<file path="src/rtl/dqi_pkg.sv">
package dqi_pkg;
  localparam int CELL_LEN   = 53;
  localparam int IDX_W      = 6;
  localparam int PTI_BYTE   = 3;
  localparam int DIR_BYTE   = 6;
  localparam int CRC_FIRST  = 5;
  localparam int CRC_LAST   = 50;
  localparam int STAMP_HI   = 21;
  localparam int STAMP_LO   = 22;
  localparam int CRC_HI     = 51;
  localparam int CRC_LO     = 52;
  localparam logic [2:0] PTI_RM  = 3'b110;
  localparam logic [9:0] CRC_POLY = 10'h233;

  typedef logic [IDX_W-1:0] idx_t;
  typedef enum logic [1:0] {ST_RX, ST_DEC, ST_TX} st_e;

  function automatic logic [9:0] crc10_byte(logic [9:0] c, logic [7:0] b);
    logic [9:0] r;
    logic       fb;
    r = c;
    for (int i = 7; i >= 0; i--) begin
      fb = r[9] ^ b[i];
      r  = {r[8:0], 1'b0};
      if (fb) r = r ^ CRC_POLY;
    end
    return r;
  endfunction
endpackage

</file>
<file path="src/rtl/dqi_cell_buf.sv">
module dqi_cell_buf
  import dqi_pkg::*;
(
  input  logic        clk_i,
  input  logic        wr_en_i,
  input  idx_t        wr_idx_i,
  input  logic [7:0]  wr_data_i,
  input  logic        patch_en_i,
  input  logic [15:0] patch_word_i,
  input  idx_t        rd_idx_i,
  output logic [7:0]  rd_data_o
);
  logic [7:0] mem_q [CELL_LEN];

  for (genvar g = 0; g < CELL_LEN; g++) begin : g_byte
    always_ff @(posedge clk_i) begin
      if (wr_en_i && wr_idx_i == idx_t'(g)) mem_q[g] <= wr_data_i;
      else if (patch_en_i && g == STAMP_HI) mem_q[g] <= patch_word_i[15:8];
      else if (patch_en_i && g == STAMP_LO) mem_q[g] <= patch_word_i[7:0];
    end
  end

  assign rd_data_o = (int'(rd_idx_i) < CELL_LEN) ? mem_q[rd_idx_i] : 8'h00;
endmodule

</file>
<file path="src/rtl/dqi_vc_counters.sv">
module dqi_vc_counters #(
  parameter int NUM_VC  = 16,
  parameter int QL_W    = 15,
  parameter int Q_DEPTH = (1 << QL_W) - 1,
  localparam int VC_W   = $clog2(NUM_VC)
) (
  input  logic            clk_i,
  input  logic            rst_ni,
  input  logic            enq_i,
  input  logic            smp_i,
  input  logic [VC_W-1:0] rd_vc_i,
  input  logic            deq_i,
  input  logic [VC_W-1:0] deq_vc_i,
  output logic [QL_W-1:0] cnt_o,
  output logic [QL_W-1:0] ref_o,
  output logic            full_o
);
  logic [QL_W-1:0] cnt_q [NUM_VC];
  logic [QL_W-1:0] ref_q [NUM_VC];

  for (genvar v = 0; v < NUM_VC; v++) begin : g_vc
    logic inc, dec;
    assign inc = enq_i && rd_vc_i == VC_W'(v);
    assign dec = deq_i && deq_vc_i == VC_W'(v);

    always_ff @(posedge clk_i or negedge rst_ni) begin
      if (!rst_ni) begin
        cnt_q[v] <= '0;
        ref_q[v] <= '0;
      end else begin
        if (inc && !dec) cnt_q[v] <= cnt_q[v] + 1'b1;
        else if (dec && !inc && cnt_q[v] != '0) cnt_q[v] <= cnt_q[v] - 1'b1;
        if (smp_i && rd_vc_i == VC_W'(v)) ref_q[v] <= cnt_q[v];
      end
    end

    assert_cnt_bound_R8: assert property (@(posedge clk_i) disable iff (!rst_ni)
      int'(cnt_q[v]) <= Q_DEPTH);
    assert_deq_empty_R10: assert property (@(posedge clk_i) disable iff (!rst_ni)
      (dec && !inc && cnt_q[v] == '0) |=> cnt_q[v] == '0);
    assert_net_zero_R9: assert property (@(posedge clk_i) disable iff (!rst_ni)
      (inc && dec) |=> $stable(cnt_q[v]));
  end

  assign cnt_o  = cnt_q[rd_vc_i];
  assign ref_o  = ref_q[rd_vc_i];
  assign full_o = int'(cnt_q[rd_vc_i]) >= Q_DEPTH;
endmodule

</file>
<file path="src/rtl/dqi_ingress.sv">
module dqi_ingress
  import dqi_pkg::*;
#(
  parameter int NUM_VC  = 16,
  parameter int QL_W    = 15,
  parameter int Q_DEPTH = (1 << QL_W) - 1,
  localparam int VC_W   = $clog2(NUM_VC)
) (
  input  logic            clk_i,
  input  logic            rst_ni,
  input  logic            in_valid_i,
  input  logic [7:0]      in_data_i,
  input  logic [VC_W-1:0] in_vc_i,
  output logic            ready_o,
  input  logic            deq_i,
  input  logic [VC_W-1:0] deq_vc_i,
  output logic            out_valid_o,
  output logic            out_sop_o,
  output logic            out_eop_o,
  output logic [7:0]      out_data_o,
  output logic [VC_W-1:0] out_vc_o,
  output logic            out_fb_o
);
  st_e             state_q;
  idx_t            rx_idx_q, tx_idx_q;
  logic [VC_W-1:0] cell_vc_q;
  logic            is_rm_q, dir_q, mod_q, fb_q;
  logic [9:0]      crc_field_q, crc_rx_q, crc_tx_q;
  logic            out_valid_q, out_sop_q, out_eop_q, out_fb_q;
  logic [7:0]      out_data_q;
  logic [VC_W-1:0] out_vc_q;

  logic            acc, in_dec, rm_ok, bwd, fwd, keep, enq, patch;
  logic [QL_W-1:0] cnt, refv;
  logic            full;
  logic [QL_W:0]   diff;
  logic [15:0]     delta;
  logic [7:0]      rd_byte, tx_byte;

  assign ready_o = (state_q == ST_RX) && !out_valid_q;
  assign acc     = in_valid_i && ready_o;
  assign in_dec  = state_q == ST_DEC;

  // decision on a fully buffered cell
  assign rm_ok = is_rm_q && (crc_rx_q == crc_field_q);
  assign bwd   = rm_ok && dir_q;
  assign fwd   = rm_ok && !dir_q;
  assign keep  = bwd || !full;
  assign enq   = in_dec && !bwd && !full;
  assign patch = in_dec && fwd && !full;
  assign diff  = {1'b0, cnt} - {1'b0, refv};
  assign delta = 16'($signed(diff));

  dqi_vc_counters #(.NUM_VC(NUM_VC), .QL_W(QL_W), .Q_DEPTH(Q_DEPTH)) i_cnt (
    .clk_i, .rst_ni,
    .enq_i   (enq),
    .smp_i   (patch),
    .rd_vc_i (cell_vc_q),
    .deq_i, .deq_vc_i,
    .cnt_o   (cnt),
    .ref_o   (refv),
    .full_o  (full)
  );

  dqi_cell_buf i_buf (
    .clk_i,
    .wr_en_i      (acc),
    .wr_idx_i     (rx_idx_q),
    .wr_data_i    (in_data_i),
    .patch_en_i   (patch),
    .patch_word_i (delta),
    .rd_idx_i     (tx_idx_q),
    .rd_data_o    (rd_byte)
  );

  always_comb begin
    tx_byte = rd_byte;
    if (mod_q && tx_idx_q == idx_t'(CRC_HI)) tx_byte = {rd_byte[7:2], crc_tx_q[9:8]};
    if (mod_q && tx_idx_q == idx_t'(CRC_LO)) tx_byte = crc_tx_q[7:0];
  end

  always_ff @(posedge clk_i or negedge rst_ni) begin
    if (!rst_ni) begin
      state_q     <= ST_RX;
      rx_idx_q    <= '0;
      tx_idx_q    <= '0;
      cell_vc_q   <= '0;
      is_rm_q     <= 1'b0;
      dir_q       <= 1'b0;
      mod_q       <= 1'b0;
      fb_q        <= 1'b0;
      crc_field_q <= '0;
      crc_rx_q    <= '0;
      crc_tx_q    <= '0;
      out_valid_q <= 1'b0;
      out_sop_q   <= 1'b0;
      out_eop_q   <= 1'b0;
      out_fb_q    <= 1'b0;
      out_data_q  <= '0;
      out_vc_q    <= '0;
    end else begin
      out_valid_q <= 1'b0;
      unique case (state_q)
        ST_RX: if (acc) begin
          if (rx_idx_q == '0) begin
            cell_vc_q <= in_vc_i;
            crc_rx_q  <= '0;
          end
          if (rx_idx_q == idx_t'(PTI_BYTE)) is_rm_q <= in_data_i[3:1] == PTI_RM;
          if (rx_idx_q == idx_t'(DIR_BYTE)) dir_q <= in_data_i[7];
          if (rx_idx_q >= idx_t'(CRC_FIRST) && rx_idx_q <= idx_t'(CRC_LAST))
            crc_rx_q <= crc10_byte(crc_rx_q, in_data_i);
          if (rx_idx_q == idx_t'(CRC_HI)) crc_field_q[9:8] <= in_data_i[1:0];
          if (rx_idx_q == idx_t'(CRC_LO)) begin
            crc_field_q[7:0] <= in_data_i;
            rx_idx_q         <= '0;
            state_q          <= ST_DEC;
          end else begin
            rx_idx_q <= rx_idx_q + 1'b1;
          end
        end
        ST_DEC: begin
          mod_q    <= patch;
          fb_q     <= bwd;
          tx_idx_q <= '0;
          crc_tx_q <= '0;
          state_q  <= keep ? ST_TX : ST_RX;
        end
        ST_TX: begin
          out_valid_q <= 1'b1;
          out_sop_q   <= tx_idx_q == '0;
          out_eop_q   <= tx_idx_q == idx_t'(CRC_LO);
          out_data_q  <= tx_byte;
          out_vc_q    <= cell_vc_q;
          out_fb_q    <= fb_q;
          if (tx_idx_q >= idx_t'(CRC_FIRST) && tx_idx_q <= idx_t'(CRC_LAST))
            crc_tx_q <= crc10_byte(crc_tx_q, rd_byte);
          if (tx_idx_q == idx_t'(CRC_LO)) state_q <= ST_RX;
          tx_idx_q <= tx_idx_q + 1'b1;
        end
        default: state_q <= ST_RX;
      endcase
    end
  end

  assign out_valid_o = out_valid_q;
  assign out_sop_o   = out_sop_q;
  assign out_eop_o   = out_eop_q;
  assign out_data_o  = out_data_q;
  assign out_vc_o    = out_vc_q;
  assign out_fb_o    = out_fb_q;

  assert_busy_R1: assert property (@(posedge clk_i) disable iff (!rst_ni)
    out_valid_o |-> !ready_o);
  assert_sop_R1: assert property (@(posedge clk_i) disable iff (!rst_ni)
    $rose(out_valid_o) |-> out_sop_o);
  assert_eop_gap_R1: assert property (@(posedge clk_i) disable iff (!rst_ni)
    (out_valid_o && out_eop_o) |=> !out_valid_o);
  assert_drop_silent_R8: assert property (@(posedge clk_i) disable iff (!rst_ni)
    (in_dec && full && !bwd) |=> (!out_valid_o && ready_o));
  assert_fb_kept_R7: assert property (@(posedge clk_i) disable iff (!rst_ni)
    (in_dec && bwd) |=> (state_q == ST_TX));
endmodule

</file>
<file path="config.mk">
export PLATFORM = sky130hd
export DESIGN_NAME = dqi_ingress
export DESIGN_NICKNAME = d
export VERILOG_FILES = /design/src/rtl/dqi_pkg.sv /design/src/rtl/dqi_cell_buf.sv /design/src/rtl/dqi_vc_counters.sv /design/src/rtl/dqi_ingress.sv
export SDC_FILE = /design/constraint.sdc
export NUM_CORES = 2
export LEC_CHECK = 0
export ABC_AREA = 1
export BUFFER_PORTS_ARGS = -buffer_cell sky130_fd_sc_hd__buf_4
export CAP_MARGIN = 20
export CORE_MARGIN = 3
export CORE_UTILIZATION = 40
export CTS_BUF_LIST = sky130_fd_sc_hd__clkbuf_2
export CTS_CLUSTER_SIZE = 10
export DETAILED_ROUTE_END_ITERATION = 8
export PLACE_DENSITY_LB_ADDON = 0.1
export RECOVER_POWER = 100
export SLEW_MARGIN = 20
export SYNTH_ARGS = -nofsm -noshare
export SYNTH_HDL_FRONTEND = slang
export SYNTH_SLANG_ARGS = --single-unit
</file>
<file path="constraint.sdc">
create_clock -name clk_i -period 6.1 [get_ports clk_i]
set_clock_uncertainty 0.15 [all_clocks]
set_input_delay 1.22 -clock clk_i [delete_from_list [all_inputs] [get_ports clk_i]]
set_output_delay 1.22 -clock clk_i [all_outputs]
set_load 0.005 [all_outputs]
</file>
Word level (Yosys, flattened, before mapping)
Memories as Yosys holds them, arrays and structs flattened.
Index checks and enable logic that the tools add are counted.
{ "word_totals": {"mem_bits_rw": 424, "register_bits": 548, "romBits": 0, "inputBits": 20, "latch_bits": 0, "memories": 1, "out_inout_bits": 17} }
{ "mem_list": {"columns": ["memory", "depth", "word_bits", "read_ports", "rd_clocked_by_memory_dff", "write_ports", "line_no", "rtl"], "rows": [
  ["i_buf.mem_q", 53, 8, 1, 0, 2, "dqi_cell_buf.sv:13", "logic [7:0] mem_q [CELL_LEN];"]
]} }
{ "op_classes": {"shift": 0, "n_div": 0, "order_cmp": 7, "muxes": 370, "n_mul": 0, "bitwise_logic": 35, "addsub": 35, "reduce_logical": 298, "eq_ne": 92} }
{ "ops": {"columns": ["operator", "n"], "rows": [
  ["two-way mux 10 bit", 54],
  ["two-way mux 15 bit", 36],
  ["two-way mux 8 bit", 55],
  ["OR reduction 8 bit", 51],
  ["two-way mux 6 bit", 52],
  ["adder 15 x 1 -> 15 bit, second input constant", 16],
  ["nonzero test 15 bit", 16],
  ["subtractor 15 x 1 -> 15 bit, second input constant", 16],
  ["two-way mux 1 bit", 163],
  ["logical AND 1 bit", 162],
  ["== test 6 bit, second input constant", 23],
  ["binary-select mux 15 bit (select 4 bit)", 2],
  ["== test 6 x 5 -> 1 bit, second input constant", 16],
  ["inverter 5 bit", 16],
  ["== test 4 bit, second input constant", 16],
  ["== test 6 x 4 -> 1 bit, second input constant", 8],
  ["zero test 1 bit", 36],
  ["nonzero test 2 bit", 18],
  ["== test 4 x 3 -> 1 bit, second input constant", 8],
  ["== test 6 x 3 -> 1 bit, second input constant", 4],
  ["AND reduction 3 bit", 7],
  ["one-hot mux 10 bit (2 select lines)", 1],
  ["== test 4 x 2 -> 1 bit, second input constant", 4],
  ["subtractor 15 x 15 -> 16 bit", 1],
  ["26 further kinds", 56]
]} }

Logic depth before layout (Yosys ltp)
{ "logic_depth": {"depth_word": 58, "ltp_mapped": 38} }

By module
A second synthesis with hierarchy kept.
{ "hier_totals": {"hier_cells": 7103, "area_unflattened_um2": 56960.9} }
{ "modules_own_cells": {"columns": ["mod", "instances", "cells_each", "area_per_inst_um2"], "rows": [
  ["dqi_vc_counters", 1, 4805, 33868.7],
  ["dqi_cell_buf", 1, 1645, 18317.6],
  ["dqi_ingress", 1, 653, 4774.6]
]} }

Worst setup path before layout
OpenSTA, ideal clock, no wires.
{ "synth_path": {"path_kind": "register -> register", "start": "register cell_vc_q[1]", "end": "register i_cnt.cnt_q[58] in the netlist's numbering", "required_time_ns": 5.826, "setup_ns": 0.124, "path_stages_with_launch": 33, "t_arrival_ns": 4.180, "slack_ns": 1.646, "path_buffers": 4, "cell_sequence": "dfrtp_1 > buf_4 > nand2_1 > buf_4 > buf_2 > o22ai_1 > o21ai_0 > nand2_1 > nor2_1 > inv_2 > nand4_1 > nor2_1 > nand2_2 > nand2_1 > inv_2 > buf_6 > nand2_1 > or2_4 > ha_1 > a21o_1 > a31oi_1 > o21ai_0 > a21boi_0 > o21ai_0 > nand2_1 > inv_1 > o21ai_0 > nand2_1 > nand2_1 > nand2_1 > a21oi_1 > xor2_1 > a21oi_1"} }
{ "synth_between": {"elab_chain_cells": 12, "word_cells_on_any_way": 15} }
{ "synth_lines": {"columns": ["item", "line_no", "rtl"], "rows": [
  ["start: declaration", "dqi_ingress.sv:26", "logic [VC_W-1:0] cell_vc_q;"],
  ["start signal: assignment", "dqi_ingress.sv:106", "cell_vc_q <= in_vc_i;"],
  ["inverter 4 -> 5 bit (implied by the code)", "dqi_vc_counters.sv:47", "assign full_o = int'(cnt_q[rd_vc_i]) >= Q_DEPTH;"],
  ["binary-select mux 15 bit (select 4 bit)", "dqi_vc_counters.sv:47", null],
  ["two-way mux 15 bit (implied by the code) (2 in series)", "dqi_vc_counters.sv:47", null],
  [">= comparator 15 bit", "dqi_vc_counters.sv:47", null],
  ["zero test 1 bit", "dqi_ingress.sv:49", "assign enq = in_dec && !bwd && !full;"],
  ["logical AND 1 bit", "dqi_ingress.sv:49", null],
  ["logical AND 1 bit *", "dqi_vc_counters.sv:23", "assign inc = enq_i && rd_vc_i == VC_W'(v);"],
  ["zero test 1 bit", "dqi_vc_counters.sv:32", "else if (dec && !inc && cnt_q[v] != '0) cnt_q[v] <= cnt_q[v] - 1'b1;"],
  ["logical AND 1 bit (2 in series)", "dqi_vc_counters.sv:32", null],
  ["nonzero test 2 bit (no source line)", null, null],
  ["end signal: indexed assignment", "dqi_vc_counters.sv:31", "if (inc && !dec) cnt_q[v] <= cnt_q[v] + 1'b1;"],
  ["end: declaration", "dqi_vc_counters.sv:18", "logic [QL_W-1:0] cnt_q [NUM_VC];"]
]} }
Every way passes the cells marked *; elsewhere a longest branch is shown, timed or not. The select of a mux whose other input is x is not followed.
A chain may end at the register's enable or synchronous reset.

Worst setup path after layout
{ "layout_path": {"start": "register cell_vc_q[1]", "end": "register i_cnt.cnt_q[86] in the netlist's numbering"} }
Same word-level chain as after synthesis.

==> flow_summary.ini <==
[yosys]
syn_nets = 6191
ys.flop_type = dfrtp_1
netlist_area_mm2 = 0.0520
syn_inst = 5918
yosys_warnings = 0
synth_cell_types = 56
synth_seq_area_share = 0.509
synth_edf_count = 424
ys_top_cells_by_area = dfrtp_1 (26%), edfxtp_1 (25%), nand2_1 (10%)
synth_area_leader_cell = dfrtp_1
synthArstFlopShare = 0.564
syn_avg_cell_area_um2 = 8.78
yosysTopAreaCellShare = 0.264
ys_ff_latch = 972

[worst_setup_path]
crit_start = cell_vc_q[1]
crit_cells = 29
rr_startpoint = cell_vc_q[1]
crit_path_max_fanout = 33
rrSetupSlack_ps = 480
cpLargestDelayFamily = simple AND/OR/NAND/NOR gates
endpoint = i_cnt.cnt_q[86]
cp_num_buf_inv = 5
endpoint_kind = flip-flop
worstPathArrival_ps = 6910
slowest_stage = dfrtp_1
worstSetupPathType = flip-flop to flip-flop
worstRegToRegCells = 29
timing.rr.end = i_cnt.cnt_q[86]
start_kind = flip-flop
crit_top_cell = nand2_1
slowest_delay_ps = 490
required_ps = 7390

[global_route]
antenna_found_initial = 10
grt_pass1_wl_um = 260000
grt_max_degree = 127
grt.overflow.total = 0
grt_pass1_vias = 42200
grtUsageTotal = 0.251

[clocking]
cts_buffers = 292
cts_buffer_depth = 4
cts_setup_buffers = 0
cts_sinks = 972
cts_root_buf = clkbuf_2
cts_tree = yes
path_clk_slew_ps = 100
clkLatencyLatePin_ps = 1630
htree_levels = 5

[min_path]
timing.hold.worst.class = input pin to flip-flop

[timing]
fin_crit_ps = 5620
setup_viol = 0
setup_ws_ps = 476
drv_slew = 1022
worstMarginPinSlew_ps = 3720
finalHoldViolCount = 0
grt_setup_unrepaired = true
max_freq_mhz = 178
fin_crit_sh = 0.922
slew_headroom = -1.48

[placement]
place_area_mm2 = 0.0544
pre_cts_slack_ps = 125
finalWeightedCongestion = 0.970
port_buffers = 36
dp_hpwl_um = 120000

[run_status]
violations = max-capacitance violations, max-slew violations
status = finished, violations left

[route]
avgRoutedWirePerCell_um = 21.0
ant_nets = 0
drt_wl_total_um = 170000
drt_iter0_markers = 3437
vias_per_cell = 5.32
num_vias = 43000
drc_errors = 0
drtPass1Iterations = 6

[floorplan]
core_mm2 = 0.128
std_cell_rows = 131
start_util = 0.405
die-area_mm2 = 0.134
dieWidth_um = 366
die_h_um = 366
ios = 37

[final_layout]
final_design_area_no_fill_mm2 = 0.0568
nets = 6422
final_common_cell = nand2_1
drive_above_1_share = 0.103
area_delta_synth_final_pct = 9.36
layout_common_cells = nand2_1 (1419), o21ai_0 (629), dfrtp_1 (547)
n_fill_cell = 13000

[power]
ir_drop_mv = 0.248
cellPowerDensity_mw_per_mm2 = 478
cellLeakagePower_nw = 25.0

[job]
max_cap_violations = 21
[metal layers]
layer / GRT usage / part of all wire
met1: 0.318 / 0.42
met2: 0.416 / 0.48
met3: 0.0428 / 0.053
met4: 0.120 / 0.047
met5: 0 / 0.00016
[synthesized netlist by cell type (14+ instances only)]
cell / instances
ha_1: 236
xnor2_1: 71
nor3_1: 26
inv_1: 525
nor4_1: 51
edfxtp_1: 424
buf_6: 14
xor2_1: 150
fa_1: 17
dfrtp_1: 548
o21ai_0: 632
a21oi_1: 275
nand3_1: 137
nand2_1: 1417
buf_4: 21
clkbuf_1: 132
o22ai_1: 183
o21ai_1: 143
buf_2: 68
nor2_1: 516
inv_2: 19
a22oi_1: 121
nand4_1: 50
[stage by stage]
step / instances / total power, mW / setup TNS (ps) / util / hold WS, ps
2_1_floorplan: 5918 / 17.7 / 0 / - / 300
3_3_place_gp: 7567 / 22.2 / 0 / 0.424 / 308
3_5_place_dp: 7567 / 22.2 / 0 / 0.424 / 315
4_1_cts: 8069 / 27.3 / 0 / 0.444 / 55.1
5_1_grt: 8078 / 29.4 / -62.7 / 0.443 / 182
6_report: 8080 / 27.2 / 0 / 0.443 / 297
[worst reg2reg max path, delay by kind of cell, from the launching register on]
| family | cells | cell delay, ps |
|---|---|---|
| compound gates | 8 | 1370 |
| xor+xnor | 1 | 140 |
| fa+ha+maj | 1 | 500 |
| buf+inv | 5 | 1080 |
| flops | 1 | 490 |
| simple gates | 14 | 1740 |
[what timing repair did]
item	in CTS	in global routing
endpoints found under the setup margin	0	38
gates resized for setup	0	11
hold buffers	16	0
hold endpoints to repair	739	0
[report_power, final]
part           internal [mW]  switching (mW)
logic                   4.61            8.84
registers               7.88           0.866
clock network           2.02            2.93
total                   14.5            12.6
[worst min path at each step]
| stage | from | end | cells after the start | slack, ps |
|---|---|---|---|---|
| floorplan | fb_q | out_fb_o | 2 | 300 |
| CTS | in_valid_i | rx_idx_q[2] | 5 | 60 |
| global route | in_vc_i[2] | cell_vc_q[2] | 4 | 180 |
| finish | in_valid_i | rx_idx_q[4] | 4 | 300 |
| global placement | out_fb_o | out_fb_o | 2 | 310 |
| detailed placement | out_fb_o | out_fb_o | 2 | 320 |
[sequential cells by signal, indices dropped and copies added, names as in the netlist]
name         cells
cell_vc_q        4
crc_field_q     10
crc_rx_q        10
crc_tx_q        10
dir_q            1
fb_q             1
i_buf.mem_q    424
i_cnt.cnt_q    240
i_cnt.ref_q    240
is_rm_q          1
mod_q            1
out_data_o       8
out_eop_o        1
out_fb_o         1
out_sop_o        1
out_valid_o      1
out_vc_o         4
rx_idx_q         6
state_q          2
tx_idx_q         6
[final cells by class]
cell class | count | area (um2) | area share
clock inverter | 56 | 325 | 0.00572
multi-input combinational | 4155 | 22300 | 0.392
timing repair buffer | 180 | 1370 | 0.0242
tap | 1729 | 2160 | 0.0381
antenna | 10 | 25.0 | 0.000440
sequential | 972 | 26400 | 0.465
inverter | 548 | 2070 | 0.0365
clock buffer | 430 | 2150 | 0.0379
[kinds of logic (layout without fill, tap and decap cells)]
logic type / after synthesis / after routing / synth area share
and+or+nand+nor: 2249 / 2249 / 0.175
adders and majority gates: 253 / 253 / 0.0634
DFF: 972 / 972 / 0.509
buffers and inverters: 791 / 1214 / 0.0623
xor gates and xnor gates: 221 / 221 / 0.0373
other: 0 / 10 / 0
AOI/OAI and AO/OA: 1429 / 1429 / 0.152
muxes: 3 / 3 / 0.000650
Power figures use the tool's default switching activity.
